`src/rtl/atspeed_pkg.sv`:
```
package atspeed_pkg;
  typedef enum logic [2:0] {
    ST_IDLE,
    ST_LOAD,
    ST_LAUNCH,
    ST_CAPT,
    ST_UNLOAD,
    ST_DONE
  } seq_state_e;
endpackage

```
`src/rtl/atspeed_cnt.sv`:
```
module atspeed_cnt #(
  parameter int LEN_W = 4
) (
  input  logic             clk_i,
  input  logic             rst_ni,
  input  logic             load_i,
  input  logic             dec_i,
  input  logic [LEN_W-1:0] len_i,
  output logic             last_o
);
  logic [LEN_W-1:0] cnt_q;
  logic [LEN_W-1:0] ld_val;

  // zero length treated as a single shift
  assign ld_val = (len_i == '0) ? LEN_W'(1) : len_i;

  always_ff @(posedge clk_i or negedge rst_ni) begin
    if (!rst_ni)     cnt_q <= '0;
    else if (load_i) cnt_q <= ld_val;
    else if (dec_i)  cnt_q <= cnt_q - LEN_W'(1);
  end

  assign last_o = (cnt_q == LEN_W'(1));

  assert_no_underflow_R2: assert property (@(posedge clk_i) disable iff (!rst_ni)
    (dec_i && !load_i) |-> (cnt_q != '0));
endmodule

```
`src/rtl/atspeed_fsm.sv`:
```
module atspeed_fsm
  import atspeed_pkg::*;
(
  input  logic       clk_i,
  input  logic       rst_ni,
  input  logic       start_i,
  input  logic       last_i,
  output seq_state_e state_o,
  output logic       accept_o,
  output logic       cnt_load_o,
  output logic       cnt_dec_o
);
  seq_state_e st_q, st_d;

  assign accept_o   = start_i && (st_q == ST_IDLE || st_q == ST_DONE);
  assign cnt_load_o = accept_o || (st_q == ST_CAPT);
  assign cnt_dec_o  = (st_q == ST_LOAD) || (st_q == ST_UNLOAD);

  always_comb begin
    st_d = st_q;
    unique case (st_q)
      ST_IDLE, ST_DONE: if (accept_o) st_d = ST_LOAD;
      ST_LOAD:          if (last_i) st_d = ST_LAUNCH;
      ST_LAUNCH:        st_d = ST_CAPT;
      ST_CAPT:          st_d = ST_UNLOAD;
      ST_UNLOAD:        if (last_i) st_d = ST_DONE;
      default:          st_d = ST_IDLE;
    endcase
  end

  always_ff @(posedge clk_i or negedge rst_ni) begin
    if (!rst_ni) st_q <= ST_IDLE;
    else         st_q <= st_d;
  end

  assign state_o = st_q;

  assert_launch_then_capt_R3: assert property (@(posedge clk_i) disable iff (!rst_ni)
    (st_q == ST_LAUNCH) |=> (st_q == ST_CAPT));
  assert_ignore_start_R8: assert property (@(posedge clk_i) disable iff (!rst_ni)
    (st_q == ST_UNLOAD && !last_i) |=> (st_q == ST_UNLOAD));
endmodule

```
`src/rtl/atspeed_dec.sv`:
```
module atspeed_dec
  import atspeed_pkg::*;
#(
  parameter int PI_W = 8
) (
  input  seq_state_e      state_i,
  input  logic            loc_mode_i,
  input  logic [PI_W-1:0] v1_i,
  input  logic [PI_W-1:0] v2_i,
  output logic            test_ctl_o,
  output logic            slow_pls_o,
  output logic            rated_pls_o,
  output logic            capture_o,
  output logic            done_o,
  output logic [PI_W-1:0] pi_o
);
  always_comb begin
    test_ctl_o  = 1'b1;
    slow_pls_o  = 1'b0;
    rated_pls_o = 1'b0;
    capture_o   = 1'b0;
    done_o      = 1'b0;
    pi_o        = v2_i;
    unique case (state_i)
      ST_IDLE: pi_o = v1_i;
      ST_LOAD: begin
        test_ctl_o = 1'b0;
        slow_pls_o = 1'b1;
        pi_o       = v1_i;
      end
      ST_LAUNCH: begin
        test_ctl_o  = loc_mode_i;
        slow_pls_o  = !loc_mode_i;
        rated_pls_o = loc_mode_i;
      end
      ST_CAPT: begin
        rated_pls_o = 1'b1;
        capture_o   = 1'b1;
      end
      ST_UNLOAD: begin
        test_ctl_o = 1'b0;
        slow_pls_o = 1'b1;
      end
      ST_DONE: done_o = 1'b1;
      default: pi_o = v1_i;
    endcase
  end
endmodule

```
`src/rtl/atspeed_seq.sv`:
```
module atspeed_seq
  import atspeed_pkg::*;
#(
  parameter int LEN_W = 4,
  parameter int PI_W  = 8
) (
  input  logic             clk_i,
  input  logic             rst_ni,
  input  logic             start_i,
  input  logic             mode_i,
  input  logic [LEN_W-1:0] chain_len_i,
  input  logic [PI_W-1:0]  pi_v1_i,
  input  logic [PI_W-1:0]  pi_v2_i,
  output logic             test_ctl_o,
  output logic             slow_pls_o,
  output logic             rated_pls_o,
  output logic [PI_W-1:0]  pi_o,
  output logic             capture_o,
  output logic             done_o
);
  seq_state_e       state;
  logic             accept, cnt_load, cnt_dec, cnt_last;
  logic             mode_q;
  logic [LEN_W-1:0] len_q, cnt_len;
  logic [PI_W-1:0]  v1_q, v2_q;
  logic             busy;

  always_ff @(posedge clk_i or negedge rst_ni) begin
    if (!rst_ni) begin
      mode_q <= 1'b0;
      len_q  <= '0;
      v1_q   <= '0;
      v2_q   <= '0;
    end else if (accept) begin
      mode_q <= mode_i;
      len_q  <= chain_len_i;
      v1_q   <= pi_v1_i;
      v2_q   <= pi_v2_i;
    end
  end

  assign cnt_len = accept ? chain_len_i : len_q;
  assign busy    = (state != ST_IDLE) && (state != ST_DONE);

  atspeed_fsm i_fsm (
    .clk_i      (clk_i),
    .rst_ni     (rst_ni),
    .start_i    (start_i),
    .last_i     (cnt_last),
    .state_o    (state),
    .accept_o   (accept),
    .cnt_load_o (cnt_load),
    .cnt_dec_o  (cnt_dec)
  );

  atspeed_cnt #(.LEN_W(LEN_W)) i_cnt (
    .clk_i  (clk_i),
    .rst_ni (rst_ni),
    .load_i (cnt_load),
    .dec_i  (cnt_dec),
    .len_i  (cnt_len),
    .last_o (cnt_last)
  );

  atspeed_dec #(.PI_W(PI_W)) i_dec (
    .state_i     (state),
    .loc_mode_i  (mode_q),
    .v1_i        (v1_q),
    .v2_i        (v2_q),
    .test_ctl_o  (test_ctl_o),
    .slow_pls_o  (slow_pls_o),
    .rated_pls_o (rated_pls_o),
    .capture_o   (capture_o),
    .done_o      (done_o),
    .pi_o        (pi_o)
  );

  assert_pulse_excl_R6: assert property (@(posedge clk_i) disable iff (!rst_ni)
    !(slow_pls_o && rated_pls_o));
  assert_shift_launch_R3: assert property (@(posedge clk_i) disable iff (!rst_ni)
    (capture_o && !mode_q) |-> $past(slow_pls_o && !test_ctl_o));
  assert_func_launch_R4: assert property (@(posedge clk_i) disable iff (!rst_ni)
    (capture_o && mode_q) |-> $past(rated_pls_o && test_ctl_o));
  assert_done_after_unload_R5: assert property (@(posedge clk_i) disable iff (!rst_ni)
    $rose(done_o) |-> $past(slow_pls_o && !test_ctl_o));
  assert_cfg_hold_R7: assert property (@(posedge clk_i) disable iff (!rst_ni)
    (busy && $past(busy)) |-> ($stable(mode_q) && $stable(v2_q) && $stable(len_q)));
endmodule

```
`config.mk`:
```
export PLATFORM = sky130hd
export DESIGN_NAME = atspeed_seq
export DESIGN_NICKNAME = d
export VERILOG_FILES = /design/src/rtl/atspeed_pkg.sv /design/src/rtl/atspeed_cnt.sv /design/src/rtl/atspeed_fsm.sv /design/src/rtl/atspeed_dec.sv /design/src/rtl/atspeed_seq.sv
export SDC_FILE = /design/constraint.sdc
export NUM_CORES = 1
export LEC_CHECK = 0
export ABC_AREA = 1
export BUFFER_PORTS_ARGS = -buffer_cell sky130_fd_sc_hd__buf_2
export CORE_MARGIN = 4
export CORE_UTILIZATION = 47
export CTS_CLUSTER_SIZE = 20
export DETAILED_ROUTE_END_ITERATION = 12
export PLACE_DENSITY = 0.75
export SLEW_MARGIN = 20
export SYNTH_ARGS = -nofsm -noshare
export SYNTH_HDL_FRONTEND = slang
export SYNTH_SLANG_ARGS = --single-unit
```
`constraint.sdc`:
```
create_clock -name clk_i -period 1.4 [get_ports clk_i]
set_input_delay 0.07 -clock clk_i [delete_from_list [all_inputs] [get_ports clk_i]]
set_output_delay 0.07 -clock clk_i [all_outputs]
set_load 0.05 [all_outputs]
```
==> reports/qor.csv <==
metric;value;unit
syn-cell-area;1480;µm²
hold_violations;0;
die_h;64.1;µm
synth_top_family_by_area;simple AND/OR/NAND/NOR gates;
synth_top_area_share;47.4;%
drv_cap;0;
setup.worst_path.end_class;primary output;
clock_skew;0.0190;ns
synth_area_per_cell;8.64;µm²
clk-insertion-delay-late;0.36;ns
worst_slack;-0.350;ns
synth_warnings;0;
grt_max_degree;29;
synthesis.nets;197;
crit_path_max_fanout;8;
synthTopCellsByArea;dfrtp_1 47%, nand2_1 15%, mux2_2 6.1%, inv_1 3.8%, nand2_4 3.0%;
ctsRootBufferMaster;clkbuf_4;
post-route-min-period;1.75;ns
drcViolationCount;0;
htreeDepth;1;
avgRoutedWirePerCell;20.5;µm
critical_path_arrival;1.68;ns
ios;37;
synth_xor_area_share;0.593;%
yosysMostFrequentCell;nand2_1;
synthAdderAreaFrac;1.69;%
cts_buffers;3;
drive_above_1_share;59.1;%
die_w;64.1;µm
port_buffers;36;
power_density;2970;nW/µm²
fin_tns_setup;-7.77;ns
design.core.area;3030;µm²
yosysSeqAreaShare;47.4;%
cts_tree;done;
multi_input_area;986;µm²
vias_per_cell;5.32;
syn_inst;171;
design_area;2670;µm²
use_met2;42.3;%
dp_cells;259;
place_congestion;0.772;
maxSlewHeadroom;56.6;%
finalSetupViolations;39;
grt_pass1_wl;7300;µm
clk_pin_slew;0.14;ns
synth_edf_count;0;
placed_area;1790;µm²
status;finished with violations;
grt_busiest_layer;met2;
dieArea;4100;µm²
startpoint_type;flop;
dp_hpwl;2230;µm
fin_crit_sh;125;%
dr.pass1.iters;4;
hold_path.class;in -> reg;
synthMuxAreaShare;6.10;%
p_leak;1.33;nW
synthSimpleGateAreaFrac;30.3;%
final_nets;279;
drt_iter0_drc;127;
met3_usage;3.69;%
ctsLongestPathBuffers;2;
routed_wirelength;6070;µm
critPathKind;reg -> out;
synth_compound_area_share;6.35;%
synthTopCellsByCount;59 x nand2_1, 28 x dfrtp_1, 15 x inv_1, 8 x mux2_2;
initial_core_util;48.8;%
antenna_left;0;
async_reset_ff_share;100;%
vias;1574;
fin_cells;296;
row_count;20;
gr-total-overflow;0;
num-fill-cells;110;
power;7.93;mW
synth_cell_types;25;
met1_usage;26.3;%
syn_to_final_growth;80.6;%
synth_top_area_cell;dfrtp_1;
antenna_found_initial;0;
max-vdd-ir-drop;2.00;mV
diodes;0;
violations;setup timing;
worst_pin_slew;0.651;ns
fmaxAchievable;571;MHz
grt_setup_unrepaired;yes;
grt.total_usage;23.3;%
ys_seq_elements;28;
worstPathRequired;1.33;ns
regArea;703;µm²
synth_ff_type;dfrtp_1;
first_global_vias;1508;
slew_viol_final;0;
clock_sinks;28;
==> layout make-up <==
class | instances | share of cell area [%]
tap | 44 | 2.06
sequential | 28 | 26.3
inverter | 21 | 3.61
multi-input combinational | 120 | 36.9
clock inverter | 1 | 1.13
timing repair buffer | 79 | 29.1
clock buffer | 3 | 0.844
==> metal layers <==
layer,share of wire [%],vias up
met1,39,773
li1,-,698
met3,4.9,20
met5,0,-
met2,53,83
met4,3.0,0
==> cells by family after synthesis <==
logic type                 after synthesis
AOI/OAI and AO/OA                       16
xor gates and xnor gates                 1
adders and majority gates                2
buffers and inverters                   24
DFF                                     28
muxes                                    8
and+or+nand+nor                         92
==> sequential cells by signal, summed over array words and instances, names as in the netlist <==
signal / cells
i_cnt.cnt_q: 4
v1_q: 8
v2_q: 8
len_q: 4
i_fsm.state_o: 3
mode_q: 1
==> cell usage in the layout, fill, tap and decap left out, drive strengths merged <==
cell type | Yosys | final
nand2 | 69 | 69
dlygate4sd3 | 0 | 18
ha | 2 | 2
buf | 3 | 59
nor3 | 2 | 2
o21ai | 10 | 10
mux2 | 8 | 8
nand3b | 1 | 1
nor2 | 10 | 11
dfrtp | 28 | 28
nor3b | 1 | 1
o211ai | 1 | 1
bufinv | 0 | 1
clkbuf | 0 | 5
clkinv | 0 | 1
nand3 | 9 | 9
inv | 21 | 20
xor2 | 1 | 1
a21oi | 5 | 5
==> per-stage QoR <==
stage / util, % / hold WS (ns) / worst slack [ns]
after floorplan: - / -0.226 / -0.0973
after global placement: 59.3 / 0.120 / -0.0118
after detailed placement: 59.3 / 0.122 / -0.0835
after CTS: 75.3 / 0.0134 / -0.247
after global routing: 88.1 / 0.0143 / -0.404
final: 88.1 / 0.0215 / -0.350
==> timing repair <==
item	4_1_cts	5_1_grt
pin swaps	3	23
buffers inserted	6	7
setup endpoints to repair	34	39
hold endpoints to repair	45	0
resized for setup	58	84
gates cloned	1	2
hold buffers	18	0
==> power breakdown <==
group          leakage (nW)  internal, mW  switching, mW  total (mW)
clock                0.0279         0.290          0.262       0.553
combinational         0.967          2.49           3.30        5.79
sequential            0.337          1.21          0.377        1.59
==> final timing paths <==
path	from	endpoint	slack [ns]	cells past startpoint
worst max-delay path	i_fsm.state_o[2]	pi_o[2]	-0.35	6
worst min-delay path	chain_len_i[0]	len_q[0]	0.02	3
worst max register to register	i_fsm.state_o[2]	i_cnt.cnt_q[2]	-0.26	10
worst min register to register	v1_q[2]	v1_q[2]	0.54	2
max in group asynchronous	rst_ni	i_fsm.state_o[0]	0.68	2
min in group asynchronous	rst_ni	v1_q[4]	0.25	2
==> critical path, stage by stage, from the launching register on <==
cell and delay (ns):
dfrtp_2 0.47, nor2_4 0.11, inv_2 0.05, nand2_2 0.08
buf_12 0.15, mux2_4 0.32, buf_8 0.15
No activity file was read; power rests on OpenSTA's default activity.
